==> config.mk <==
export PLATFORM = sky130hd
export DESIGN_NAME = pcint_ctrl
export DESIGN_NICKNAME = d
export VERILOG_FILES = /design/src/rtl/pcint_pkg.sv /design/src/rtl/pcint_sync.sv /design/src/rtl/pcint_group.sv /design/src/rtl/pcint_regs.sv /design/src/rtl/pcint_ctrl.sv
export SDC_FILE = /design/constraint.sdc
export NUM_CORES = 1
export LEC_CHECK = 0
export CAP_MARGIN = 20
export CORE_ASPECT_RATIO = 1.4
export CORE_MARGIN = 5
export CORE_UTILIZATION = 50
export DETAILED_ROUTE_END_ITERATION = 16
export GPL_ROUTABILITY_DRIVEN = 0
export PLACE_DENSITY = 0.7
export SYNTH_ARGS = -nofsm -noshare
export SYNTH_HDL_FRONTEND = slang
export SYNTH_SLANG_ARGS = --single-unit
==> constraint.sdc <==
create_clock -name clk -period 4.2 [get_ports clk]
set_input_delay 0.84 -clock clk [delete_from_list [all_inputs] [get_ports clk]]
set_output_delay 0.84 -clock clk [all_outputs]
set_load 0.02 [all_outputs]
==> src/rtl/pcint_pkg.sv <==
// Shared constants for the grouped pin change interrupt controller.
// Assumes at most four groups, so the mask addresses fit below the flag address.
package pcint_pkg;
    localparam int ADDR_W = 3;
    localparam int DATA_W = 8;
    localparam logic [ADDR_W-1:0] A_FLAG = 3'd4;
    localparam logic [ADDR_W-1:0] A_EN   = 3'd5;
endpackage

==> src/rtl/pcint_sync.sv <==
// Two-flop synchronizer for a vector of pins, plus a third stage that holds
// the synchronized value from one cycle earlier for edge comparison.
// Assumes the pins are idle low at reset.
module pcint_sync #(
    parameter int W = 32
) (
    input  logic         clk,
    input  logic         rst_n,
    input  logic [W-1:0] pin_i,
    output logic [W-1:0] lvl_o,
    output logic [W-1:0] prev_o
);
    logic [W-1:0] meta_q;
    logic [W-1:0] lvl_q;
    logic [W-1:0] prev_q;

    // Move each pin through two stages, then keep one more cycle of history.
    always_ff @(posedge clk) begin
        if (!rst_n) begin
            meta_q <= '0;
            lvl_q  <= '0;
            prev_q <= '0;
        end else begin
            meta_q <= pin_i;
            lvl_q  <= meta_q;
            prev_q <= lvl_q;
        end
    end

    assign lvl_o  = lvl_q;
    assign prev_o = prev_q;
endmodule

==> src/rtl/pcint_group.sv <==
// One group of pins: masked change detection and a qualification window.
// A masked change opens a window of QUAL_CYC cycles and captures the levels
// seen before the change. On the last window cycle set_o pulses only if the
// masked levels still differ from that capture. QUAL_CYC = 0 sets at once.
module pcint_group #(
    parameter int GRP_W    = 8,
    parameter int QUAL_CYC = 4
) (
    input  logic             clk,
    input  logic             rst_n,
    input  logic [GRP_W-1:0] lvl_i,
    input  logic [GRP_W-1:0] prev_i,
    input  logic [GRP_W-1:0] mask_i,
    output logic             set_o
);
    logic [GRP_W-1:0] tog;

    // Masked change of level on any pin of the group.
    always_comb tog = (lvl_i ^ prev_i) & mask_i;

    generate
        if (QUAL_CYC == 0) begin : g_direct
            assign set_o = |tog;
        end else begin : g_win
            localparam int CNT_W = $clog2(QUAL_CYC + 1);
            localparam logic [CNT_W-1:0] CNT_LOAD = CNT_W'(QUAL_CYC);
            localparam logic [CNT_W-1:0] CNT_ONE  = CNT_W'(1);

            logic [CNT_W-1:0] cnt;
            logic [GRP_W-1:0] ref_lvl;

            // Open or reopen the window on a masked change, otherwise count it down.
            always_ff @(posedge clk) begin
                if (!rst_n) begin
                    cnt     <= '0;
                    ref_lvl <= '0;
                end else if ((cnt <= CNT_ONE) && (|tog)) begin
                    cnt     <= CNT_LOAD;
                    ref_lvl <= prev_i;
                end else if (cnt != '0) begin
                    cnt <= cnt - CNT_ONE;
                end
            end

            // Recheck the masked levels against the capture on the last window cycle.
            always_comb set_o = (cnt == CNT_ONE) &&
                                ((lvl_i & mask_i) != (ref_lvl & mask_i));

            AST_IDLE_NO_SET: assert property (@(posedge clk) disable iff (!rst_n)
                ((cnt == '0) && !(|tog)) |=> !set_o);
        end
    endgenerate
endmodule

==> src/rtl/pcint_regs.sv <==
// Register file: group masks, write-one-to-clear flags and request enables,
// with a combinational read mux. Assumes the data width equals the group width
// and that there are no more groups than data bits.
module pcint_regs
    import pcint_pkg::*;
#(
    parameter int NUM_GRP = 4,
    parameter int GRP_W   = 8
) (
    input  logic                     clk,
    input  logic                     rst_n,
    input  logic [ADDR_W-1:0]        addr_i,
    input  logic                     we_i,
    input  logic [GRP_W-1:0]         wdata_i,
    output logic [GRP_W-1:0]         rdata_o,
    input  logic [NUM_GRP-1:0]       set_i,
    input  logic [NUM_GRP-1:0]       ack_i,
    output logic [NUM_GRP*GRP_W-1:0] mask_o,
    output logic [NUM_GRP-1:0]       irq_o
);
    localparam int PAD_W = GRP_W - NUM_GRP;

    logic [GRP_W-1:0]   mask_q [NUM_GRP];
    logic [NUM_GRP-1:0] flag_q;
    logic [NUM_GRP-1:0] en_q;
    logic [NUM_GRP-1:0] clr;
    logic               wr_flag;
    logic               wr_en;

    // Decode writes to the flag and enable registers.
    always_comb begin
        wr_flag = we_i && (addr_i == A_FLAG);
        wr_en   = we_i && (addr_i == A_EN);
    end

    // Collect every clear source for the flags.
    always_comb clr = ack_i | (wr_flag ? wdata_i[NUM_GRP-1:0] : '0);

    genvar g;
    generate
        for (g = 0; g < NUM_GRP; g++) begin : g_mask
            // Hold the mask of group g, written at address g.
            always_ff @(posedge clk) begin
                if (!rst_n) begin
                    mask_q[g] <= '0;
                end else if (we_i && (addr_i == ADDR_W'(g))) begin
                    mask_q[g] <= wdata_i;
                end
            end
            assign mask_o[g*GRP_W +: GRP_W] = mask_q[g];
        end
    endgenerate

    // Update the flags; a set in the same cycle wins over any clear.
    always_ff @(posedge clk) begin
        if (!rst_n) begin
            flag_q <= '0;
        end else begin
            flag_q <= (flag_q & ~clr) | set_i;
        end
    end

    // Hold the per-group request enables.
    always_ff @(posedge clk) begin
        if (!rst_n) begin
            en_q <= '0;
        end else if (wr_en) begin
            en_q <= wdata_i[NUM_GRP-1:0];
        end
    end

    // Gate each flag with its enable to form the request.
    always_comb irq_o = flag_q & en_q;

    // Select read data by address; unused addresses return zero.
    always_comb begin
        rdata_o = '0;
        for (int i = 0; i < NUM_GRP; i++) begin
            if (addr_i == ADDR_W'(i)) rdata_o = mask_q[i];
        end
        if (addr_i == A_FLAG) rdata_o = {{PAD_W{1'b0}}, flag_q};
        if (addr_i == A_EN)   rdata_o = {{PAD_W{1'b0}}, en_q};
    end

    AST_SET_BEATS_CLEAR: assert property (@(posedge clk) disable iff (!rst_n)
        (|set_i) |=> ((flag_q & $past(set_i)) == $past(set_i)));
    AST_ACK_CLEARS: assert property (@(posedge clk) disable iff (!rst_n)
        (|(ack_i & ~set_i)) |=> ((flag_q & $past(ack_i & ~set_i)) == '0));
    AST_W1C_CLEARS: assert property (@(posedge clk) disable iff (!rst_n)
        (wr_flag && |(wdata_i[NUM_GRP-1:0] & ~set_i))
        |=> ((flag_q & $past(wdata_i[NUM_GRP-1:0] & ~set_i)) == '0));
    AST_EN_LOAD: assert property (@(posedge clk) disable iff (!rst_n)
        wr_en |=> (en_q == $past(wdata_i[NUM_GRP-1:0])));
    AST_RESET_QUIET: assert property (@(posedge clk)
        !rst_n |=> (irq_o == '0));
endmodule

==> src/rtl/pcint_ctrl.sv <==
// Top level of the grouped pin change interrupt controller. Synchronizes all
// pins, runs one detector per group of GRP_W pins and feeds the register file.
// Assumes one clock domain and NUM_GRP <= 4.
module pcint_ctrl
    import pcint_pkg::*;
#(
    parameter int NUM_GRP  = 4,
    parameter int GRP_W    = 8,
    parameter int QUAL_CYC = 4
) (
    input  logic                     clk,
    input  logic                     rst_n,
    input  logic [ADDR_W-1:0]        reg_addr,
    input  logic                     reg_we,
    input  logic [GRP_W-1:0]         reg_wdata,
    output logic [GRP_W-1:0]         reg_rdata,
    input  logic [NUM_GRP*GRP_W-1:0] pin_in,
    input  logic [NUM_GRP-1:0]       ack_in,
    output logic [NUM_GRP-1:0]       irq
);
    localparam int PIN_W = NUM_GRP * GRP_W;

    logic [PIN_W-1:0]   lvl;
    logic [PIN_W-1:0]   prev;
    logic [PIN_W-1:0]   mask;
    logic [NUM_GRP-1:0] set;

    pcint_sync #(.W(PIN_W)) u_sync (
        .clk    (clk),
        .rst_n  (rst_n),
        .pin_i  (pin_in),
        .lvl_o  (lvl),
        .prev_o (prev)
    );

    genvar g;
    generate
        for (g = 0; g < NUM_GRP; g++) begin : g_grp
            pcint_group #(.GRP_W(GRP_W), .QUAL_CYC(QUAL_CYC)) u_grp (
                .clk    (clk),
                .rst_n  (rst_n),
                .lvl_i  (lvl[g*GRP_W +: GRP_W]),
                .prev_i (prev[g*GRP_W +: GRP_W]),
                .mask_i (mask[g*GRP_W +: GRP_W]),
                .set_o  (set[g])
            );
        end
    endgenerate

    pcint_regs #(.NUM_GRP(NUM_GRP), .GRP_W(GRP_W)) u_regs (
        .clk     (clk),
        .rst_n   (rst_n),
        .addr_i  (reg_addr),
        .we_i    (reg_we),
        .wdata_i (reg_wdata),
        .rdata_o (reg_rdata),
        .set_i   (set),
        .ack_i   (ack_in),
        .mask_o  (mask),
        .irq_o   (irq)
    );
endmodule

Yosys cells after proc, flatten, opt, wreduce, memory -nomap -nowiden
Memory sizes are Yosys's and may differ from the RTL's.
Cells that the tools add are included.
{"block": "totals", "wordCells": 128, "latchBits": 0, "n_memories": 1, "romBits": 0, "ramBits": 32, "out_inout_bits": 12, "input_bits": 50, "regBits": 148}
{"memory": "u_regs.mask_q", "words": 4, "width": 8, "rd": 4, "rd_ports_with_merged_regs": 0, "write_ports": 4, "line": "pcint_regs.sv:23", "rtl": "logic [GRP_W-1:0] mask_q [NUM_GRP];"}
{"block": "op_classes", "n_mul": 0, "n_shift": 0, "eq_ne": 13, "addsub": 4, "magnitude_cmp": 4, "n_div": 0, "bitwise_logic": 26, "reduce_logical": 31, "muxes": 32}
{"operator": "$and A8 B8 Y8", "n": 12}
{"operator": "$mux W8", "n": 10}
{"operator": "$ne A8 B8 Y1", "n": 4}
{"operator": "$reduce_or A8 Y1", "n": 4}
{"operator": "$xor A8 B8 Y8", "n": 4}
{"operator": "$mux W3", "n": 8}
{"operator": "$eq A3 B1 Y1 const B", "n": 5}
{"operator": "$logic_and A1 B1 Y1", "n": 14}
{"operator": "$mux W1", "n": 13}
{"operator": "$le A3 B1 Y1 const B", "n": 4}
{"operator": "$reduce_bool A3 Y1", "n": 4}
{"operator": "$sub A3 B1 Y3 const B", "n": 4}
{"operator": "$and A4 B4 Y4", "n": 2}
{"operator": "$or A4 B4 Y4", "n": 2}
{"operator": "$reduce_bool A2 Y1", "n": 4}
{"operator": "$reduce_or A2 Y1", "n": 4}
{"operator": "$eq A3 B2 Y1 const B", "n": 2}
{"operator": "$eq A3 B3 Y1 const B", "n": 2}
{"operator": "$mux W4", "n": 1}
{"operator": "$not A4 Y4", "n": 1}
{"operator": "$or A1 B1 Y1", "n": 4}
{"operator": "$logic_not A3 Y1", "n": 1}
{"operator": "$not A1 Y1", "n": 1}

Longest topological paths before layout
Gate-level depths: netlist of run 1.
{"block": "depth", "depth_word": 7, "depth_mapped": 6, "mapped_depth_nobuf": 6}

Cells and area by module
Synthesis of run 1 repeated with hierarchy kept, for this count alone.
{"block": "hier_totals", "cells_unflattened": 674, "area_unflattened_um2": 7563.5}
{"module": "pcint_group", "area_per_inst_um2": 749.5, "seq_area_each_um2": 220.2, "cells_each": 80, "instances": 4}
{"module": "pcint_sync", "area_per_inst_um2": 2603.7, "seq_area_each_um2": 1921.8, "cells_each": 202, "instances": 1}
{"module": "pcint_regs", "area_per_inst_um2": 1961.9, "seq_area_each_um2": 1121.1, "cells_each": 152, "instances": 1}

Worst setup path after synthesis of run 1
Ideal clock, no wire load.
{"block": "synth_path", "kind": "in2out", "from": "in reg_addr[1]", "to": "out reg_rdata[0]", "n_path_buf": 2, "t_required_ns": 3.360, "cell_stages": 4, "slack_ns": 1.549, "t_arrival_ns": 1.811, "cell_sequence": "buf_2 > buf_1 > a31oi_1 > o221ai_1"}
{"block": "synth_between", "elab_chain_len": 7}
{"item": "from (decl)", "line": "pcint_ctrl.sv:13", "rtl": "input logic [ADDR_W-1:0] reg_addr,"}
{"item": "$logic_not A3 Y1", "line": "pcint_regs.sv:79", "rtl": "if (addr_i == ADDR_W'(i)) rdata_o = mask_q[i];"}
{"item": "$mux W8 (4 in series)", "line": "pcint_regs.sv:79"}
{"item": "$mux W8", "line": "pcint_regs.sv:81", "rtl": "if (addr_i == A_FLAG) rdata_o = {{PAD_W{1'b0}}, flag_q};"}
{"item": "$mux W8 *", "line": "pcint_regs.sv:82", "rtl": "if (addr_i == A_EN) rdata_o = {{PAD_W{1'b0}}, en_q};"}
{"item": "to (decl)", "line": "pcint_ctrl.sv:16", "rtl": "output logic [GRP_W-1:0] reg_rdata,"}
Mark *: on every way between the ends. The rest lies on a longest branch, timed or not.

Worst setup path in the final report of run 1
Ends and elaborated chain as after synthesis.

==> run_results.csv, run 1 <==
group,metric,value,unit
cells_and_area,utilization,0.594,
synth,synth_most_common_cell,"dfxtp_1",
drt,drt_first_pass_iters,4,
global_route,grt_max_degree,113,
cells_and_area,n_antenna_cell,0,
floorplan,die_x,114,um
cts,hold_buffers,0,
synth,yosysWarnings,0,
cts,clkTransAtPathRegs,0.06,ns
cts,cts_setup_buffers,0,
timing,skew,0.00599,ns
cts,clk_latency,0.42,ns
cts,cts_buffers,17,
timing,max_slew_margin,0.416,
timing,setup_viol_count_final,0,
timing,post-route-min-period,3.77,ns
synth,ys_top_cells_by_area,"dfxtp_1, edfxtp_1, and2_1, xor2_1, mux2i_1",
cells_and_area,multi_input_area,3370,sq um
cells_and_area,syn2layout_area_growth,17.9,%
worst_setup_path,start_kind,"input pin",
synth,synth_edf_count,32,
placement,port_buffers,61,
cts,cts_resized,0,
global_route,grt_pass1_wl,24300,um
global_route,grt_remaining_overflow,0,
drt,antenna_left,0,
worst_setup_path,crit_arrival,2.93,ns
timing,fin_tns_setup,0,ns
global_route,track_usage,0.175,
run,maxCapViolCount,0,
worst_setup_path,crit_path_frequent_cell,"clkdlybuf4s50_1",
cts,cts_tree,"yes",
synth,syn-num-nets,738,
timing,layout_setup_ws,0.433,ns
global_route,grt_pass1_vias,5072,
power_and_ir_drop,ir_drop,0.000346,V
placement,place_ws,0.452,ns
cts,cts_root_buf,"clkbuf_16",
worst_setup_path,crit_required,3.36,ns
synth,synth_top_area_cell,"dfxtp_1",
timing,hold_viol,0,
synth,yosysSeqAreaShare,0.522,
timing,rsz0062_at_grt,"no",
floorplan,start_util,0.503,
synth,synthDistinctLibCells,40,
floorplan,core_area,14900,sq um
worst_setup_path,cpPeakStageDelay,0.67,ns
cells_and_area,drive_above_1_share,0.104,
cells_and_area,nFillCells,1281,
drt,vias,4828,
synth,syn_area_per_cell,11.1,sq um
outcome,status,"finished clean",
timing,worst_slew_pin_slew,0.875,ns
synth,async_reset_ff_frac,0,
worst_setup_path,crit_chain,"clkdlybuf4s50_1 -> buf_4 -> nand2b_1 -> o221ai_1 -> clkdlybuf4s50_1",
worst_setup_path,slowest_stage,"clkdlybuf4s50_1",
min_path,hold_path_class,"register to register",
cts,clk_path_buf_depth,2,
drt,drtIter0Drc,222,
global_route,antenna_found_initial,0,
worst_setup_path,endpoint_kind,"output pin",
worst_setup_path,path_max_fanout,10,
timing,fin_crit_sh,0.897,
floorplan,io_pins,62,
drt,drc_errors,0,
placement,place_hpwl,10700,um
synth,synth_area,7510,sq um
drt,routed_wl,14700,um
synth,postSynthCellCount,676,
cells_and_area,seq_area,3920,sq um
synth,netlist.area_leader.share,0.394,
cts,htreeDepth,4,
synth,synth-main-ff-cell,"dfxtp_1",
floorplan,dieArea,17600,sq um
power_and_ir_drop,p_leak,3.67,nW
cts,clock_sinks,180,
timing,fmax,265,MHz
drt,wire_per_inst,15.6,um
drt,vias_per_cell,5.13,
synth,synth_commonest_cells,"dfxtp_1, and2_1, nand2_1",
cells_and_area,final_nets,799,
floorplan,rows,53,
worst_setup_path,worstSetupPathType,"input pin to output pin",
synth,ys_seq_elements,180,
timing,slew_viol_final,0,
power_and_ir_drop,powerDensity,501,nW/um^2
floorplan,die_height,155,um
-- registers in the layout (all words and copies together) (netlist names) --
name,cells
u_sync.meta_q,32
u_regs.en_q,4
u_regs.mask_q,32
u_regs.flag_q,4
u_sync.lvl_o,32
u_sync.prev_o,32
g_grp.u_grp.g_win.ref_lvl,32
g_grp.u_grp.g_win.cnt,12
-- kinds of logic after synthesis --
family,synth area share
flip-flops,0.522
multiplexers,0.0766
AND/OR/NAND/NOR,0.196
XOR/XNOR,0.0873
buffers and inverters,0.0285
AO/OA/AOI/OAI,0.0690
adder cells (fa/ha/maj),0.0200
-- layout make-up --
| class | instances | share of cell area |
|---|---|---|
| Sequential cell | 180 | 0.443 |
| Multi-Input combinational cell | 458 | 0.381 |
| Timing Repair Buffer | 72 | 0.0793 |
| Clock buffer | 20 | 0.0517 |
| Tap cell | 192 | 0.0271 |
| Clock inverter | 12 | 0.0146 |
| Inverter | 8 | 0.00339 |
-- stage by stage --
| stage | hold WS, ns | total power, W | area, sq um | instances |
|---|---|---|---|---|
| floorplan | 0.412 | 0.00270 | 7510 | 676 |
| global placement | 0.415 | 0.00285 | 8240 | 907 |
| detailed placement | 0.417 | 0.00294 | 8270 | 910 |
| CTS | 0.431 | 0.00449 | 8860 | 942 |
| global route | 0.447 | 0.00466 | 8860 | 942 |
| finish | 0.431 | 0.00444 | 8860 | 942 |
-- layout by cell type, fill, tap and decap left out, drive strengths merged, types with 7 or more instances in the layout --
cell type / netlist / final
o21ai: 7 / 7
nor2: 12 / 12
nand3b: 9 / 9
inv: 8 / 10
mux2i: 44 / 44
clkdlybuf4s50: 0 / 60
nor3b: 8 / 8
ha: 12 / 12
clkbuf: 18 / 20
a22oi: 24 / 24
and2: 132 / 132
edfxtp: 32 / 32
nand2b: 8 / 8
buf: 9 / 12
xor2: 64 / 64
nand2: 78 / 78
nor2b: 8 / 8
clkinv: 0 / 7
dfxtp: 148 / 148
-- metal layers --
metal / part of all wire / vias up / GRT usage
met5: 0 / - / 0
met4: 0.042 / 0 / 0.0939
met3: 0.046 / 29 / 0.0451
met2: 0.52 / 106 / 0.306
met1: 0.39 / 2311 / 0.192
li1: - / 2382 / -
-- path summary, 6_finish.rpt --
path	from	end	slack, ns	depth (start not counted)
setup / recovery	reg_addr[1]	reg_rdata[0]	0.43	5
hold / removal	u_sync.meta_q[19]$_SDFF_PN0_	u_sync.lvl_o[19]$_SDFF_PN0_	0.43	1
setup reg to reg	u_sync.lvl_o[0]$_SDFF_PN0_	g_grp[0].u_grp.g_win.ref_lvl[7]$_SDFFE_PN0P_	2.19	6
hold reg to reg	u_sync.meta_q[19]$_SDFF_PN0_	u_sync.lvl_o[19]$_SDFF_PN0_	0.43	1
-- where the power goes --
group | switching [W] | internal, W | total [W] | leakage [nW]
clock network | 0.000638 | 0.000911 | 0.00155 | 0.293
registers | 0.000111 | 0.00189 | 0.00200 | 1.52
logic | 0.000451 | 0.000444 | 0.000895 | 1.85
-- worst max-delay path, delay by kind of cell --
family                 cells  cell delay [ns]
AOI/OAI and AO/OA          1             0.28
and+or+nand+nor            1             0.20
buffers and inverters      3             1.60
(Power assumes the default switching activity.)
==> run 2, diff against run 1 <==
Settings changed: CORE_MARGIN 5 to 3.
==> run 2 against run 1 <==
- first-iteration DRC count fell by 9.9%
- non-clock buffer count rose by 1
- combinational power barely moved
- via count fell by 0.23%
- final area rose by 0.38%
- global-route usage rose by 1.7 points
- sequential power barely moved
- fmax rose by 1.3%
- worst hold slack improved by 0.0012 ns
- register-to-register slack improved by 0.04 ns
- clock skew rose by 0.00092 ns
==> run_results.csv, run 2 (synthesis gave the netlist of run 1 again) <==
group,metric,value,unit
timing,rsz0062_at_grt,"no",
worst_setup_path,cpPeakStageDelay,0.56,ns
floorplan,start_util,0.515,
timing,skew,0.00691,ns
cells_and_area,multi_input_area,3370,sq um
timing,fin_tns_setup,0,ns
cts,htreeDepth,4,
drt,vias_per_cell,5.12,
power_and_ir_drop,powerDensity,510,nW/um^2
floorplan,rows,52,
timing,fin_crit_sh,0.886,
placement,port_buffers,61,
timing,max_slew_margin,0.555,
worst_setup_path,crit_path_frequent_cell,"clkdlybuf4s50_1",
outcome,status,"finished clean",
cts,cts_setup_buffers,0,
power_and_ir_drop,power,0.00453,W
cts,clk_path_buf_depth,2,
global_route,antenna_found_initial,0,
drt,drt_first_pass_iters,4,
drt,vias,4817,
drt,drc_errors,0,
cells_and_area,syn2layout_area_growth,18.4,%
cells_and_area,nFillCells,1212,
worst_setup_path,worstSetupPathType,"input pin to output pin",
worst_setup_path,cp_num_buf_inv,3,
worst_setup_path,start_kind,"input pin",
timing,hold_viol,0,
worst_setup_path,timing.rr.start,"u_sync.lvl_o[17]$_SDFF_PN0_",
worst_setup_path,crit_family,"buffers and inverters",
floorplan,die_height,151,um
cells_and_area,n_antenna_cell,0,
global_route,grt_pass1_wl,24200,um
timing,layout_setup_ws,0.481,ns
cts,clkTransAtPathRegs,0.06,ns
timing,post-route-min-period,3.72,ns
cts,clock_sinks,180,
min_path,whs_path_depth,1,
cts,cts_root_buf,"clkbuf_16",
timing,slew_viol_final,0,
worst_setup_path,reg2regPathDepth,6,
worst_setup_path,r2r_end,"g_grp[2].u_grp.g_win.ref_lvl[1]$_SDFFE_PN0P_",
placement,place_ws,0.481,ns
worst_setup_path,endpoint_kind,"output pin",
floorplan,core_area,14600,sq um
power_and_ir_drop,p_leak,3.68,nW
cts,cts_tree,"yes",
cells_and_area,utilization,0.610,
min_path,worst_hold_startpoint,"u_sync.meta_q[15]$_SDFF_PN0_",
worst_setup_path,crit_arrival,2.88,ns
worst_setup_path,crit_required,3.36,ns
power_and_ir_drop,ir_drop,0.000300,V
placement,place_hpwl,10800,um
global_route,grt_remaining_overflow,0,
worst_setup_path,path_max_fanout,22,
drt,wire_per_inst,15.6,um
cells_and_area,final_common_cell,"dfxtp_1",
timing,worst_slew_pin_slew,0.667,ns
worst_setup_path,r2r_slack,2.23,ns
floorplan,dieArea,16500,sq um
worst_setup_path,slowest_stage,"mux4_2",
cells_and_area,final_cell_mix,"dfxtp_1, and2_1, nand2_1",
floorplan,io_pins,62,
cts,cts_buffers,17,
timing,fmax,269,MHz
drt,routed_wl,14600,um
global_route,grt_max_degree,80,
cells_and_area,drive_above_1_share,0.104,
cts,hold_buffers,0,
drt,antenna_left,0,
floorplan,die_x,110,um
run,maxCapViolCount,0,
timing,hold_slack,0.432,ns
min_path,hold_path_class,"register to register",
global_route,grt_pass1_vias,4926,
timing,setup_viol_count_final,0,
drt,drtIter0Drc,200,
cts,clk_latency,0.43,ns
cells_and_area,seq_area,3920,sq um
cells_and_area,final_nets,800,
worst_setup_path,crit_chain,"clkdlybuf4s50_1 -> buf_4 -> mux4_2 -> nor2b_1 -> clkdlybuf4s50_1",
min_path,min_to,"u_sync.lvl_o[15]$_SDFF_PN0_",
cts,cts_resized,0,
global_route,track_usage,0.192,
[run 2: changes by cell type in the layout (fill, tap and decap cells not counted), sizes merged]
cell / delta
clkinv: -3
bufinv: +1
clkbuf: -1
buf: +1
inv: +3
[run 2: layout make-up]
type / count / area share
clock inverters: 13 / 0.0187
flip-flops and latches: 180 / 0.441
clock buffers: 19 / 0.0511
repair buffers: 73 / 0.0794
inverters: 8 / 0.00338
well taps: 189 / 0.0266
multi-input cells: 458 / 0.379
[run 2: power by group]
group,switching (W),internal (W),leakage [nW]
Clock,0.000662,0.000979,0.304
Sequential,0.000112,0.00189,1.52
Combinational,0.000448,0.000444,1.86
[run 2: routing by layer]
layer  share of wire  GRT usage
met1            0.41      0.217
met5               0          0
met3           0.032     0.0392
met2            0.52      0.333
met4           0.042      0.111
[run 2: worst reg2reg max path, delay by kind of cell, from the launching register on]
| family | cells | cell delay [ns] |
|---|---|---|
| buf+inv | 1 | 0.30 |
| mux | 1 | 0.20 |
| compound gates | 3 | 0.85 |
| xor+xnor | 1 | 0.16 |
| flops | 1 | 0.39 |
[run 2: through the flow]
stage / instances / area (sq um)
finish: 940 / 8890
global route: 940 / 8890
CTS: 940 / 8890
detailed placement: 908 / 8270
global placement: 905 / 8240
floorplan: 676 / 7510
[run 2: how the worst max path moves through the flow]
stage / from / endpoint / slack [ns] / cells past startpoint
after floorplan: reg_addr[1] / reg_rdata[0] / 1.55 / 4
after global routing: reg_addr[0] / reg_rdata[5] / 0.40 / 5
after detailed placement: reg_addr[0] / reg_rdata[7] / 0.48 / 5
after CTS: reg_addr[0] / reg_rdata[7] / 0.47 / 5
after global placement: reg_addr[0] / reg_rdata[7] / 0.53 / 5
final: reg_addr[0] / reg_rdata[7] / 0.48 / 5
==> run 3, diff against run 2 <==
Settings changed: GPL_ROUTABILITY_DRIVEN 0 to not set, PLACE_DENSITY 0.7 to not set, PLACE_DENSITY_LB_ADDON set to 0.2.
==> run 3 against run 2 <==
- non-clock buffer count stayed put
- fmax fell by 3.3%
- clock skew grew 0.0018 ns
- sequential share of layout area rose by 0.22 points
- power fell by 2.9%
- first-iteration DRC count down 12%
- worst hold slack worse by 0.0037 ns
- routed wire length fell by 0.17%
==> run_results.csv, run 3 (synthesis gave the netlist of run 1 again) <==
group,metric,value,unit
power_and_ir_drop,powerDensity,497,nW/um^2
global_route,antenna_found_initial,0,
drt,vias_per_cell,5.10,
cts,cts_buffers,17,
worst_setup_path,slowest_stage,"clkdlybuf4s50_1",
worst_setup_path,crit_chain,"clkdlybuf4s50_1 -> nand2b_1 -> nor2_1 -> nand2_1 -> o221ai_1 -> clkdlybuf4s50_1",
global_route,grt_remaining_overflow,0,
worst_setup_path,crit_arrival,3.00,ns
floorplan,core_area,14600,sq um
drt,antenna_left,0,
drt,routed_wl,14600,um
power_and_ir_drop,power.share.combinational,0.201,
floorplan,io_pins,62,
cts,hold_buffers,0,
worst_setup_path,crit_family,"buffers and inverters",
floorplan,die_height,151,um
min_path,worst_hold_startpoint,"u_sync.meta_q[7]$_SDFF_PN0_",
floorplan,dieArea,16500,sq um
cts,cts_tree,"yes",
power_and_ir_drop,p_int,0.00323,W
cells_and_area,final_common_cell,"dfxtp_1",
timing,post-route-min-period,3.84,ns
timing,slew_viol_final,0,
cells_and_area,n_antenna_cell,0,
worst_setup_path,crit_path_frequent_cell,"clkdlybuf4s50_1",
timing,worst_slew_pin_slew,0.668,ns
cells_and_area,utilization,0.607,
timing,fin_tns_setup,0,ns
global_route,grt_max_degree,86,
placement,port_buffers,61,
timing,setup_viol_count_final,0,
timing,skew,0.00868,ns
timing,hold_slack,0.428,ns
run,maxCapViolCount,0,
global_route,grt_pass1_vias,4953,
global_route,grt_pass1_wl,23700,um
drt,drt_first_pass_iters,4,
global_route,use_met1,0.206,
cts,cts_resized,0,
global_route,use_met3,0.0439,
power_and_ir_drop,switching_share,0.266,
worst_setup_path,endpoint_kind,"output pin",
power_and_ir_drop,clockPowerShare,0.344,
worst_setup_path,cp_num_buf_inv,2,
placement,place_congestion,0.829,
floorplan,rows,52,
placement,dpl-instance-area,8280,sq um
power_and_ir_drop,p_leak,3.66,nW
cts,clk_latency,0.42,ns
cells_and_area,fin_area,8850,sq um
cells_and_area,final_nets,800,
timing,hold_viol,0,
cells_and_area,drive_above_1_share,0.100,
cts,clk_path_buf_depth,2,
placement,place_hpwl,10900,um
worst_setup_path,start_kind,"input pin",
cts,clkTransAtPathRegs,0.06,ns
drt,drtIter0Drc,177,
cts,cts_setup_buffers,0,
worst_setup_path,worstSetupPathType,"input pin to output pin",
floorplan,die_x,110,um
min_path,hold_path_class,"register to register",
timing,fin_crit_sh,0.915,
cells_and_area,final_cell_mix,"dfxtp_1, and2_1, nand2_1",
worst_setup_path,timing.rr.start,"u_sync.lvl_o[9]$_SDFF_PN0_",
cts,cts_root_buf,"clkbuf_16",
worst_setup_path,timing.critical_path.from,"reg_addr[1]",
timing,max_slew_margin,0.555,
timing,rsz0062_at_grt,"no",
drt,wire_per_inst,15.6,um
power_and_ir_drop,pwr-share-seq,0.454,
drt,vias,4782,
timing,fmax,260,MHz
cts,htreeDepth,4,
outcome,status,"finished clean",
global_route,track_usage,0.188,
worst_setup_path,path_max_fanout,16,
drt,drc_errors,0,
worst_setup_path,crit_required,3.36,ns
worst_setup_path,cpPeakStageDelay,0.89,ns
cts,clock_sinks,180,
cells_and_area,syn2layout_area_growth,17.8,%
global_route,use_met2,0.344,
power_and_ir_drop,ir_drop,0.000343,V
global_route,top_usage_layer,"met2",
power_and_ir_drop,p_switching,0.00117,W
floorplan,start_util,0.515,
==> run 3: cell types whose count changed in the layout (fill, tap and decap cells not counted) <==
cell	before	now
buf_6	2	4
bufinv_16	3	1
clkinvlp_4	1	2
clkinv_4	2	0
clkbuf_8	0	3
buf_4	11	9
clkbuf_1	1	2
inv_6	4	1
==> run 3: per-layer routing <==
layer / vias up / routed length, um
li1: 2380 / -
met1: 2296 / 5830
met2: 79 / 8010
met3: 27 / 466
met4: 0 / 311
met5: - / 0
==> run 3: power by group through the flow <==
| stage | Clock [W] | Combinational [W] | Sequential (W) |
|---|---|---|---|
| floorplan | 0 | 0.000701 | 0.00200 |
| global placement | 0 | 0.000821 | 0.00203 |
| detailed placement | 0 | 0.000896 | 0.00204 |
| CTS | 0.00155 | 0.000902 | 0.00200 |
| global route | 0.00162 | 0.000987 | 0.00201 |
| finish | 0.00152 | 0.000886 | 0.00200 |
==> run 3: layout make-up <==
type / instances / area, sq um
clock inverters: 7 / 70.1
flip-flops and latches: 180 / 3920
repair buffers: 73 / 713
well taps: 189 / 236
fillers: 1202 / 5730
clock buffers: 23 / 499
multi-input cells: 458 / 3370
inverters: 8 / 30.0
==> run 3: worst paths after layout <==
kind	depth (start not counted)	to	slack (ns)
max reg2reg	6	g_grp[1].u_grp.g_win.ref_lvl[2]$_SDFFE_PN0P_	2.22
min	1	u_sync.lvl_o[7]$_SDFF_PN0_	0.43
min reg2reg	1	u_sync.lvl_o[7]$_SDFF_PN0_	0.43
max	6	reg_rdata[3]	0.36
==> run 3: metrics by stage <==
stage | cells | setup slack (ns) | total power, W
after global routing | 938 | 0.220 | 0.00462
after global placement | 904 | 0.463 | 0.00285
final | 938 | 0.355 | 0.00440
after floorplan | 676 | 1.55 | 0.00270
after detailed placement | 908 | 0.385 | 0.00293
after CTS | 938 | 0.376 | 0.00445
